$ cat src/rtl/dbd_pkg.sv
// Package: shared types for the descriptor chain sequencer.
// Assumes 32-bit little-endian descriptor words.
package dbd_pkg;

    typedef enum logic [3:0] {
        S_IDLE, S_FETCH, S_DECODE, S_XSTART, S_XWAIT,
        S_WORD, S_COMPL, S_WBDEP, S_WBST, S_ADV
    } seq_state_t;

    typedef struct packed {
        logic       io;     // input or output transfer
        logic       out;    // direction: output
        logic       last;   // last buffer flag
        logic       word;   // short load or store
        logic       load;   // load (else store) when word
        logic       stop;   // stop command
        logic       bad;    // command kills the channel
        logic [3:0] wmask;  // byte mask for load/store
    } dec_t;

endpackage

$ cat src/rtl/dbd_decode.sv
// Module: dbd_decode
// Purely combinational decode of a fetched descriptor into action flags.
// Assumes opcode in cmd[15:12] and key in cmd[10:8]; cmd[7:0] is not used here.
module dbd_decode
    import dbd_pkg::*;
#(
    parameter int AW         = 32,
    parameter int STREAM_MAX = 3,
    parameter int SYS_KEY    = 6,
    parameter int BAD_KEY    = 4
) (
    input  logic [15:0]   cmd_i,
    input  logic [15:0]   cnt_i,
    input  logic [AW-1:0] addr_i,
    output dec_t          dec_o
);
    logic [3:0] op;
    logic [2:0] key;

    assign op  = cmd_i[15:12];
    assign key = cmd_i[10:8];

    // Classify the opcode and apply the key and address validity rules.
    always_comb begin
        dec_o       = '0;
        dec_o.wmask = cnt_i[2] ? 4'hF : (cnt_i[1] ? 4'h3 : 4'h1);
        unique case (op)
            4'd0, 4'd1, 4'd2, 4'd3: begin
                dec_o.io   = 1'b1;
                dec_o.out  = ~op[1];
                dec_o.last = op[0];
                dec_o.bad  = (int'(key) == BAD_KEY) || (int'(key) > STREAM_MAX)
                             || (addr_i == '0);
            end
            4'd4, 4'd5: begin
                dec_o.word = 1'b1;
                dec_o.load = op[0];
                dec_o.bad  = (int'(key) != SYS_KEY);
            end
            4'd6: dec_o.bad = (int'(key) == BAD_KEY);
            4'd7: begin
                dec_o.stop = 1'b1;
                dec_o.bad  = (int'(key) == BAD_KEY);
            end
            default: dec_o.bad = 1'b1;
        endcase
    end
endmodule

$ cat src/rtl/dbd_status.sv
// Module: dbd_status
// Holds the channel flags active, dead and branch-taken.
// Assumes kill and stop come from the sequencer as single-cycle strobes.
module dbd_status (
    input  logic clk,
    input  logic rst_n,
    input  logic run_i,
    input  logic wake_i,
    input  logic kill_i,
    input  logic stop_i,
    input  logic bt_set_i,
    input  logic bt_clr_i,
    output logic active_o,
    output logic dead_o,
    output logic bt_o
);
    // Active: dropped by kill, stop or run low; raised by a wake while running.
    always_ff @(posedge clk) begin
        if (!rst_n)                            active_o <= 1'b0;
        else if (kill_i || stop_i || !run_i)   active_o <= 1'b0;
        else if (wake_i && !dead_o)            active_o <= 1'b1;
    end

    // Dead: set by a kill, cleared only when software lowers run.
    always_ff @(posedge clk) begin
        if (!rst_n)       dead_o <= 1'b0;
        else if (kill_i)  dead_o <= 1'b1;
        else if (!run_i)  dead_o <= 1'b0;
    end

    // Branch-taken flag: follows the last pointer advance.
    always_ff @(posedge clk) begin
        if (!rst_n)         bt_o <= 1'b0;
        else if (bt_set_i)  bt_o <= 1'b1;
        else if (bt_clr_i)  bt_o <= 1'b0;
    end

    p_kill_dead_r6: assert property (@(posedge clk) disable iff (!rst_n)
        kill_i |=> (dead_o && !active_o));
    p_runlow_idle_r10: assert property (@(posedge clk) disable iff (!rst_n)
        !run_i |=> !active_o);
    p_dead_blocks_wake_r6: assert property (@(posedge clk) disable iff (!rst_n)
        (dead_o && !active_o) |=> !active_o);
endmodule

$ cat src/rtl/dbd_sequencer.sv
// Module: dbd_sequencer (top)
// Fetches, executes and retires one descriptor at a time for one channel.
// Assumes a memory port that holds no more than one request and answers with a
// one-cycle ack, and a device that answers every start with one done pulse.
module dbd_sequencer
    import dbd_pkg::*;
#(
    parameter int AW         = 32,
    parameter int DESC_BYTES = 16,
    parameter int STREAM_MAX = 3,
    parameter int SYS_KEY    = 6
) (
    input  logic          clk,
    input  logic          rst_n,
    input  logic          run_i,
    input  logic          wake_i,
    input  logic          ptr_we_i,
    input  logic [AW-1:0] ptr_wdata_i,
    output logic [15:0]   ev_cmd_o,
    input  logic          ev_wait_i,
    input  logic          ev_irq_i,
    input  logic          ev_branch_i,
    output logic          mem_req_o,
    output logic          mem_we_o,
    output logic [AW-1:0] mem_addr_o,
    output logic [3:0]    mem_be_o,
    output logic [31:0]   mem_wdata_o,
    input  logic          mem_ack_i,
    input  logic [31:0]   mem_rdata_i,
    output logic          xfer_start_o,
    output logic          xfer_out_o,
    output logic          xfer_last_o,
    output logic [AW-1:0] xfer_addr_o,
    output logic [15:0]   xfer_len_o,
    input  logic          xfer_done_i,
    input  logic [15:0]   xfer_resid_i,
    output logic          irq_o,
    output logic          active_o,
    output logic          dead_o,
    output logic          bt_o,
    output logic [AW-1:0] ptr_o
);
    localparam int FETCH_WORDS = 3;
    localparam int WCW         = $clog2(FETCH_WORDS);
    localparam logic [AW-1:0] ALIGN_MASK = ~AW'(DESC_BYTES - 1);
    localparam logic [AW-1:0] DEP_OFS    = AW'(8);
    localparam logic [AW-1:0] STAT_OFS   = AW'(DESC_BYTES - 4);

    seq_state_t     state_q;
    logic [AW-1:0]  ptr_q;
    logic [WCW-1:0] wcnt_q;
    logic [31:0]    word_q [FETCH_WORDS];
    logic [15:0]    resid_q;
    logic           irq_q;
    dec_t           dec;
    logic           kill, stop, take_br, fetch_last;
    logic [31:0]    load_mask, merged;
    logic [15:0]    stat16;

    assign ev_cmd_o = word_q[0][31:16];

    dbd_decode #(.AW(AW), .STREAM_MAX(STREAM_MAX), .SYS_KEY(SYS_KEY), .BAD_KEY(4)) i_decode (
        .cmd_i (word_q[0][31:16]),
        .cnt_i (word_q[0][15:0]),
        .addr_i(word_q[1][AW-1:0]),
        .dec_o (dec)
    );

    assign kill    = (state_q == S_DECODE) && dec.bad;
    assign stop    = (state_q == S_DECODE) && dec.stop && !dec.bad;
    assign take_br = (state_q == S_ADV) && ev_branch_i && !dec.word;

    dbd_status i_status (
        .clk     (clk),
        .rst_n   (rst_n),
        .run_i   (run_i),
        .wake_i  (wake_i),
        .kill_i  (kill),
        .stop_i  (stop),
        .bt_set_i(take_br),
        .bt_clr_i((state_q == S_ADV) && !take_br),
        .active_o(active_o),
        .dead_o  (dead_o),
        .bt_o    (bt_o)
    );

    // Byte-lane expansion of the load/store size mask.
    for (genvar b = 0; b < 4; b++) begin : g_lane
        assign load_mask[8*b +: 8] = {8{dec.wmask[b]}};
    end
    assign merged     = (word_q[2] & ~load_mask) | (mem_rdata_i & load_mask);
    assign stat16     = {12'h000, bt_o, dead_o, active_o, run_i};
    assign fetch_last = (wcnt_q == WCW'(FETCH_WORDS - 1));

    // Memory port: request attributes per state.
    always_comb begin
        mem_req_o   = 1'b0;
        mem_we_o    = 1'b0;
        mem_addr_o  = ptr_q + AW'({wcnt_q, 2'b00});
        mem_be_o    = 4'hF;
        mem_wdata_o = word_q[2];
        unique case (state_q)
            S_FETCH: mem_req_o = 1'b1;
            S_WORD: begin
                mem_req_o  = 1'b1;
                mem_we_o   = !dec.load;
                mem_addr_o = word_q[1][AW-1:0];
                mem_be_o   = dec.wmask;
            end
            S_WBDEP: begin
                mem_req_o  = 1'b1;
                mem_we_o   = 1'b1;
                mem_addr_o = ptr_q + DEP_OFS;
            end
            S_WBST: begin
                mem_req_o   = 1'b1;
                mem_we_o    = 1'b1;
                mem_addr_o  = ptr_q + STAT_OFS;
                mem_be_o    = dec.io ? 4'hF : 4'hC;
                mem_wdata_o = {stat16, dec.io ? resid_q : 16'h0000};
            end
            default: ;
        endcase
    end

    // Device handshake outputs.
    assign xfer_start_o = (state_q == S_XSTART);
    assign xfer_out_o   = dec.out;
    assign xfer_last_o  = dec.last;
    assign xfer_addr_o  = word_q[1][AW-1:0];
    assign xfer_len_o   = word_q[0][15:0];
    assign irq_o        = irq_q;
    assign ptr_o        = ptr_q;

    // Sequencer: fetch, execute, complete, write back, advance.
    always_ff @(posedge clk) begin
        if (!rst_n) begin
            state_q <= S_IDLE;
            ptr_q   <= '0;
            wcnt_q  <= '0;
            resid_q <= '0;
            irq_q   <= 1'b0;
            for (int i = 0; i < FETCH_WORDS; i++) word_q[i] <= '0;
        end else begin
            irq_q <= 1'b0;
            unique case (state_q)
                S_IDLE: begin
                    wcnt_q <= '0;
                    if (ptr_we_i && !active_o) ptr_q <= ptr_wdata_i & ALIGN_MASK;
                    else if (active_o && run_i) state_q <= S_FETCH;
                end
                S_FETCH: if (mem_ack_i) begin
                    word_q[wcnt_q] <= mem_rdata_i;
                    wcnt_q         <= wcnt_q + 1'b1;
                    if (fetch_last) state_q <= S_DECODE;
                end
                S_DECODE: begin
                    if (dec.bad) begin
                        irq_q   <= 1'b1;
                        state_q <= S_IDLE;
                    end else if (dec.stop) state_q <= S_IDLE;
                    else if (dec.io)       state_q <= S_XSTART;
                    else if (dec.word)     state_q <= S_WORD;
                    else                   state_q <= S_COMPL;
                end
                S_XSTART: state_q <= S_XWAIT;
                S_XWAIT: if (xfer_done_i) begin
                    resid_q <= xfer_resid_i;
                    state_q <= S_COMPL;
                end
                S_WORD: if (mem_ack_i) begin
                    if (dec.load) word_q[2] <= merged;
                    state_q <= S_COMPL;
                end
                S_COMPL: if (!ev_wait_i) state_q <= (dec.word && dec.load) ? S_WBDEP : S_WBST;
                S_WBDEP: if (mem_ack_i) state_q <= S_WBST;
                S_WBST:  if (mem_ack_i) state_q <= S_ADV;
                S_ADV: begin
                    irq_q   <= ev_irq_i;
                    ptr_q   <= take_br ? (word_q[2][AW-1:0] & ALIGN_MASK)
                                       : ptr_q + AW'(DESC_BYTES);
                    state_q <= S_IDLE;
                end
                default: state_q <= S_IDLE;
            endcase
        end
    end

    p_reset_idle_r1: assert property (@(posedge clk)
        !rst_n |=> (state_q == S_IDLE && !irq_o && !mem_req_o && !xfer_start_o));
    p_req_hold_r2: assert property (@(posedge clk) disable iff (!rst_n)
        (mem_req_o && !mem_ack_i) |=> (mem_req_o && $stable(mem_addr_o)));
    p_start_pulse_r3: assert property (@(posedge clk) disable iff (!rst_n)
        xfer_start_o |=> !xfer_start_o);
    p_fall_through_r5: assert property (@(posedge clk) disable iff (!rst_n)
        (state_q == S_ADV && !take_br) |=> (ptr_q == $past(ptr_q) + AW'(DESC_BYTES) && !bt_o));
    p_branch_flag_r5: assert property (@(posedge clk) disable iff (!rst_n)
        take_br |=> bt_o);
    p_stop_hold_r8: assert property (@(posedge clk) disable iff (!rst_n)
        stop |=> (!active_o && $stable(ptr_q)));
    p_ptr_lock_r9: assert property (@(posedge clk) disable iff (!rst_n)
        (active_o && state_q != S_ADV) |=> $stable(ptr_q));
    p_wait_stall_r11: assert property (@(posedge clk) disable iff (!rst_n)
        (state_q == S_COMPL && ev_wait_i) |=> (state_q == S_COMPL && !mem_req_o));
    p_word_no_branch_r13: assert property (@(posedge clk) disable iff (!rst_n)
        (state_q == S_ADV && dec.word) |=> !bt_o);
endmodule

$ cat config.mk
export PLATFORM = sky130hd
export DESIGN_NAME = dbd_sequencer
export DESIGN_NICKNAME = d
export VERILOG_FILES = /design/src/rtl/dbd_pkg.sv /design/src/rtl/dbd_decode.sv /design/src/rtl/dbd_status.sv /design/src/rtl/dbd_sequencer.sv
export SDC_FILE = /design/constraint.sdc
export NUM_CORES = 1
export LEC_CHECK = 0
export BUFFER_PORTS_ARGS = -buffer_cell sky130_fd_sc_hd__buf_2
export CAP_MARGIN = 20
export CORE_MARGIN = 1.5
export CORE_UTILIZATION = 51
export DETAILED_ROUTE_END_ITERATION = 8
export MAX_ROUTING_LAYER = met4
export PLACE_DENSITY = 0.8
export RECOVER_POWER = 100
export SLEW_MARGIN = 20
export SYNTH_ARGS = -nofsm -noshare
export SYNTH_HDL_FRONTEND = slang
export SYNTH_SLANG_ARGS = --single-unit
$ cat constraint.sdc
create_clock -name clk -period 4.25 [get_ports clk]
set_clock_uncertainty 0.05 [all_clocks]
set_input_delay 0.85 -clock clk [delete_from_list [all_inputs] [get_ports clk]]
set_output_delay 0.85 -clock clk [all_outputs]
set_load 0.02 [all_outputs]
==> results_dict.tcl, run 1 <==
set metrics [dict create \
    die_area_mm2 0.01655 \
    overflow 0 \
    status "finished, violations left" \
    synth-seq-area-share 0.4924 \
    multiInputGateArea_mm2 0.003704 \
    crit_family "buffers and inverters" \
    drv_slew 68 \
    crit_type "flip-flop to flip-flop" \
    clock-sinks 150 \
    clk_latency_ns 0.43 \
    ys_warn_count 0 \
    mappedNetlistArea_mm2 0.008050 \
    grt_pass1_wl_um 41630 \
    nets 1202 \
    first_pass_iters 6 \
    worstReg2RegEnd "word_q[2][27]" \
    hp-start "resid_q[2]" \
    cp-end-kind "flip-flop" \
    area_growth_pct 20.72 \
    cts-buffers-inserted 17 \
    avgSynthCellArea_um2 9.138 \
    ioPinCount 263 \
    worstMarginPinSlew_ns 1.586 \
    root_buffer "clkbuf_16" \
    rr_worst_depth 8 \
    chipWidth_um 128.6 \
    stdcell_area_mm2 0.009718 \
    path_clk_slew_ns 0.06 \
    critPathMaxStageDelay_ns 0.67 \
    gp_congestion 0.9864 \
    finalCritPeriodShare 0.8661 \
    cp-start-kind "flip-flop" \
    p_leak_nw 3.645 \
    fillCellCount 1399 \
    final_layout_size_suffix_gt1_frac 0.1310 \
    fmax_ghz 0.2717 \
    via_count 8020 \
    rows 45 \
    globalRouteTotalUtil 0.3513 \
    crit_chain "nand2b_1 > nor2_1 > buf_4 > a22o_1 > nand3_1 > clkbuf_1 > nand2_1 > buf_4" \
    final-hold-violation-count 0 \
    ys.flop_type "edfxtp_1" \
    hold_end "resid_q[2]" \
    async_reset_ff_frac 0 \
    relSlewSlack -0.05757 \
    cpMaxStageDelayCell "dfxtp_1" \
    ff_latch_area_mm2 0.003964 \
    postPlaceCellArea_mm2 0.009435 \
    grt_max_degree 43 \
    powerDensity_mw_per_mm2 370.9 \
    drv_cap 2 \
    synth_cells 881 \
    cts_resized 0 \
    core_mm2 0.01531 \
    drtAntennaViolNets 0 \
    ir_worst_vdd_uv 301.2 \
    antenna_found_initial 3 \
    io_buffers 254 \
    die_y_um 128.6 \
    cts_tree "yes" \
    rrSetupSlack_ns 0.57 \
    wirelength_um 28630 \
    hold_class "flip-flop to flip-flop" \
    path_buf_inv 3 \
    synth_edf_count 96 \
    drc_errors 0 \
    rsz0062_at_grt "false" \
    wire_per_inst_um 21.43 \
    drt_iter0_markers 856 \
    setup_violations 0 \
    cp.required_ns 4.27 \
    cts_hold_buf 0 \
    worstReg2RegStart "state_q[2]" \
    cts-htree-levels 4 \
    tns_ns 0 \
    crit_top_cell "buf_4" \
    synth_cell_types 71 \
    vias_per_cell 6.003 \
    hold_path_depth 2 \
    initial_core_util 0.5257 \
    cts_setup_buffers 0 \
    ys_seq_elements 150 \
    violations "capacitance limit, slew limit" \
    worstPathMaxFanout 33 \
    crit_arrival_ns 3.71 \
    period_needed_ns 3.681 \
    dpl.hpwl_um 20880 \
    grt_pass1_vias 7073 \
    clock_path_buffers 2 \
]
==> synthesized netlist by cell type (all sizes together) (16+ instances only) <==
master | count | share of area
nand2 | 162 | 0.076
nor2 | 125 | 0.059
edfxtp | 96 | 0.36
dfxtp | 54 | 0.13
clkbuf | 43 | 0.020
nand3 | 41 | 0.025
a21oi | 34 | 0.021
mux2i | 33 | 0.041
o21ai | 27 | 0.017
buf | 23 | 0.018
nor2b | 18 | 0.014
inv | 16 | 0.0075
==> layer usage <==
layer	routed length, um	vias to the layer above	track usage
met5	0	-	-
met4	835	0	0.1289
met1	11770	3822	0.4785
li1	-	3593	-
met2	13070	543	0.5240
met3	2947	62	0.06861
==> cells by family (layout without fill, tap and decap cells) <==
family / after synthesis / after routing / synth area share
compound gates: 141 / 141 / 0.1223
xor+xnor: 23 / 23 / 0.02502
fa+ha+maj: 3 / 3 / 0.004663
buf+inv: 82 / 319 / 0.04585
flops: 150 / 150 / 0.4924
mux: 38 / 38 / 0.04803
other cells: 1 / 8 / 0.0004658
simple gates: 443 / 443 / 0.2613
==> how the worst max path moves through the flow <==
stage                    start             end  slack, ns  cells after the start
detailed placement       rst_n   word_q[1][22]       1.05                      7
global route        state_q[1]   word_q[2][10]       0.38                      8
global placement         rst_n   word_q[1][30]       1.14                      7
CTS                 state_q[2]  mem_addr_o[16]       0.73                      5
floorplan           state_q[1]    word_q[2][0]       1.32                      7
finish              state_q[2]   word_q[2][27]       0.57                      8
==> metrics by stage <==
stage / std cells / hold slack, ns / util / total power, mW / setup WS [ns]
after floorplan: 885 / 0.3866 / - / 1.998 / 1.320
after global placement: 1301 / 0.3931 / 0.6161 / 2.195 / 1.141
after detailed placement: 1301 / 0.3969 / 0.6161 / 2.198 / 1.048
after CTS: 1333 / 0.4059 / 0.6523 / 3.627 / 0.7300
after global routing: 1336 / 0.4248 / 0.6346 / 3.698 / 0.3820
final: 1336 / 0.4062 / 0.6346 / 3.605 / 0.5691
==> final cells by class <==
| type | count | area share |
|---|---|---|
| Antenna cell | 3 | 0.0007725 |
| Timing Repair Buffer | 271 | 0.1199 |
| Inverter | 16 | 0.006180 |
| Clock inverter | 13 | 0.01249 |
| Sequential cell | 150 | 0.4079 |
| Tap cell | 211 | 0.02717 |
| Multi-Input combinational cell | 653 | 0.3811 |
| Clock buffer | 19 | 0.04455 |
==> flip-flops by register name, summed over array words and instances (netlist names) <==
name               cells
word_q                96
ptr_o                 28
resid_q               16
state_q                4
wcnt_q                 2
i_status.active_o      1
i_status.bt_o          1
i_status.dead_o        1
irq_o                  1
==> report_power, final <==
group          switching [mW]  internal, mW
sequential             0.0961          1.61
clock                   0.640         0.811
combinational           0.300         0.149
==> worst register-to-register path, cell delays in order (launching register included) <==
cell and delay [ns]:
dfxtp_1 0.67, nand2b_1 0.19, nor2_1 0.51, buf_4 0.30
a22o_1 0.17, nand3_1 0.09, clkbuf_1 0.65, nand2_1 0.26
buf_4 0.43
==> cell usage in the layout, fill, tap and decap left out, drive strengths merged, types with 6 or more instances in the layout <==
| cell type | count |
|---|---|
| clkbuf | 193 |
| nand2 | 162 |
| nor2 | 125 |
| buf | 97 |
| edfxtp | 96 |
| dfxtp | 54 |
| nand3 | 41 |
| a21oi | 34 |
| mux2i | 33 |
| o21ai | 27 |
| inv | 19 |
| nor2b | 18 |
| or3 | 14 |
| xor2 | 14 |
| nor4 | 14 |
| a211oi | 13 |
| nor3 | 13 |
| o221ai | 12 |
| nand4 | 12 |
| xnor2 | 9 |
| a221o | 7 |
| and2 | 7 |
| a31oi | 6 |
| and3 | 6 |
Note: power is estimated with default switching activity, not from simulation.
==> run 2, diff against run 1 <==
RECOVER_POWER = unset   (was 100)
==> run 2 against run 1 <==
The run now ends clean. Power increased by 0.72%. Setup slack better by 0.13 ns. Fmax rose by 3.7%. Cell area increased by 2.9%. Critical path depth shrank 3.
==> results_dict.tcl, run 2 (synthesis results as in run 1) <==
set metrics [dict create \
    status "finished clean" \
    cts_tree "yes" \
    tns_ns 0 \
    via_count 7970 \
    cp-end-kind "primary output" \
    drtAntennaViolNets 0 \
    power.total_mw 3.631 \
    wire_per_inst_um 21.33 \
    cp.depth 5 \
    vias_per_cell 5.966 \
    io_buffers 254 \
    grt_max_degree 43 \
    layout_commonest_cell "buf_2" \
    p_seq_frac 0.469 \
    final_cell_mix "buf_2 (254), nand2_1 (162), nor2_1 (123)" \
    die_y_um 128.6 \
    chipWidth_um 128.6 \
    p_leak_nw 4.258 \
    internal_power_mw 2.594 \
    cts-htree-levels 4 \
    hold_path_depth 2 \
    drc_errors 0 \
    rr_worst_depth 7 \
    dp.cells 1301 \
    first_pass_iters 8 \
    clock_path_buffers 2 \
    cts_setup_buffers 0 \
    final_util 0.6528 \
    dpl.hpwl_um 20880 \
    relSlewSlack 0.2813 \
    fmax_ghz 0.2817 \
    ff_latch_area_mm2 0.003964 \
    area_growth_pct 24.18 \
    ir_worst_vdd_uv 300.8 \
    cts_resized 0 \
    cts-buffers-inserted 17 \
    setup_violations 0 \
    period_needed_ns 3.549 \
    largest_register_ff_count 96 \
    initial_core_util 0.5257 \
    drv_slew 0 \
    nets 1202 \
    fillCellCount 1296 \
    drt_iter0_markers 833 \
    worstPathMaxFanout 19 \
    crit_chain "nand4bb_1 > nand2_1 > o21ai_0 > a221o_1 > buf_2" \
    switching_share 0.2856 \
    core_mm2 0.01531 \
    largest_register "word_q" \
    overflow 0 \
    final-hold-violation-count 0 \
    crit_type "flip-flop to primary output" \
    antenna_found_initial 3 \
    power_frac_clock 0.401 \
    power.switching_mw 1.037 \
    cts_hold_buf 0 \
    powerDensity_mw_per_mm2 363.2 \
    cp-start-kind "flip-flop" \
    rows 45 \
    grt_pass1_wl_um 41630 \
    rsz0062_at_grt "false" \
    root_buffer "clkbuf_16" \
    grt_pass1_vias 7073 \
    crit_arrival_ns 2.65 \
    wirelength_um 28490 \
    die_area_mm2 0.01655 \
    gp_congestion 0.9864 \
    multiInputGateArea_mm2 0.003749 \
    clk_latency_ns 0.43 \
    finalCritPeriodShare 0.8351 \
    crit_family "simple AND/OR/NAND/NOR gates" \
    ioPinCount 263 \
    path_clk_slew_ns 0.06 \
    clock-sinks 150 \
    hold_class "flip-flop to flip-flop" \
    instances_no_fill 1336 \
    cpMaxStageDelayCell "dfxtp_1" \
    cp.required_ns 3.35 \
    worstMarginPinSlew_ns 1.063 \
    drv_cap 0 \
    final_layout_size_suffix_gt1_frac 0.2914 \
    p_comb_frac 0.131 \
    path_buf_inv 1 \
    critPathMaxStageDelay_ns 0.74 \
    globalRouteTotalUtil 0.3513 \
]
run 2: metal layers:
| metal | up-vias | global-route usage | routed length [um] |
|---|---|---|---|
| li1 | 3593 | - | - |
| met4 | 0 | 0.1289 | 749 |
| met1 | 3824 | 0.4785 | 11610 |
| met5 | - | - | 0 |
| met2 | 500 | 0.5240 | 13160 |
| met3 | 53 | 0.06861 | 2971 |
run 2: area by class of cell:
class	count	share of cell area
Sequential cell	150	0.3965
Clock inverter	13	0.01214
Tap cell	211	0.02641
Clock buffer	19	0.04330
Inverter	16	0.006008
Timing Repair Buffer	271	0.1399
Multi-Input combinational cell	653	0.3750
Antenna cell	3	0.0007509
run 2: power by group through the flow:
stage          Combinational [mW]  Sequential (mW)  Clock, mW
5_1_grt                     0.503             1.71       1.51
2_1_floorplan               0.250             1.75          0
3_3_place_gp                0.467             1.73          0
3_5_place_dp                0.470             1.73          0
6_report                    0.474             1.70       1.45
4_1_cts                     0.472             1.70       1.46
run 2: stage by stage:
step | worst slack (ns) | cell area [um2] | hold WS, ns
floorplan | 1.320 | 8065 | 0.3866
global placement | 1.141 | 9435 | 0.3931
detailed placement | 1.048 | 9435 | 0.3969
CTS | 0.7300 | 9990 | 0.4059
global route | 0.5857 | 9997 | 0.4248
finish | 0.7007 | 9997 | 0.4071
run 2: worst register-to-register path, cell delays in order (launching register included):
cell       delay (ns)
dfxtp_1          0.74
nand4bb_1        0.44
nor4_4           0.35
buf_4            0.36
nor2b_1          0.25
buf_4            0.23
mux2i_1          0.34
nor2_1           0.09
run 2: final timing paths:
check             startpoint        endpoint  slack (ns)
setup / recovery  state_q[2]  mem_addr_o[18]        0.70
hold reg to reg   resid_q[2]      resid_q[2]        0.41
setup reg to reg  state_q[2]    word_q[1][8]        1.15
hold / removal    resid_q[2]      resid_q[2]        0.41
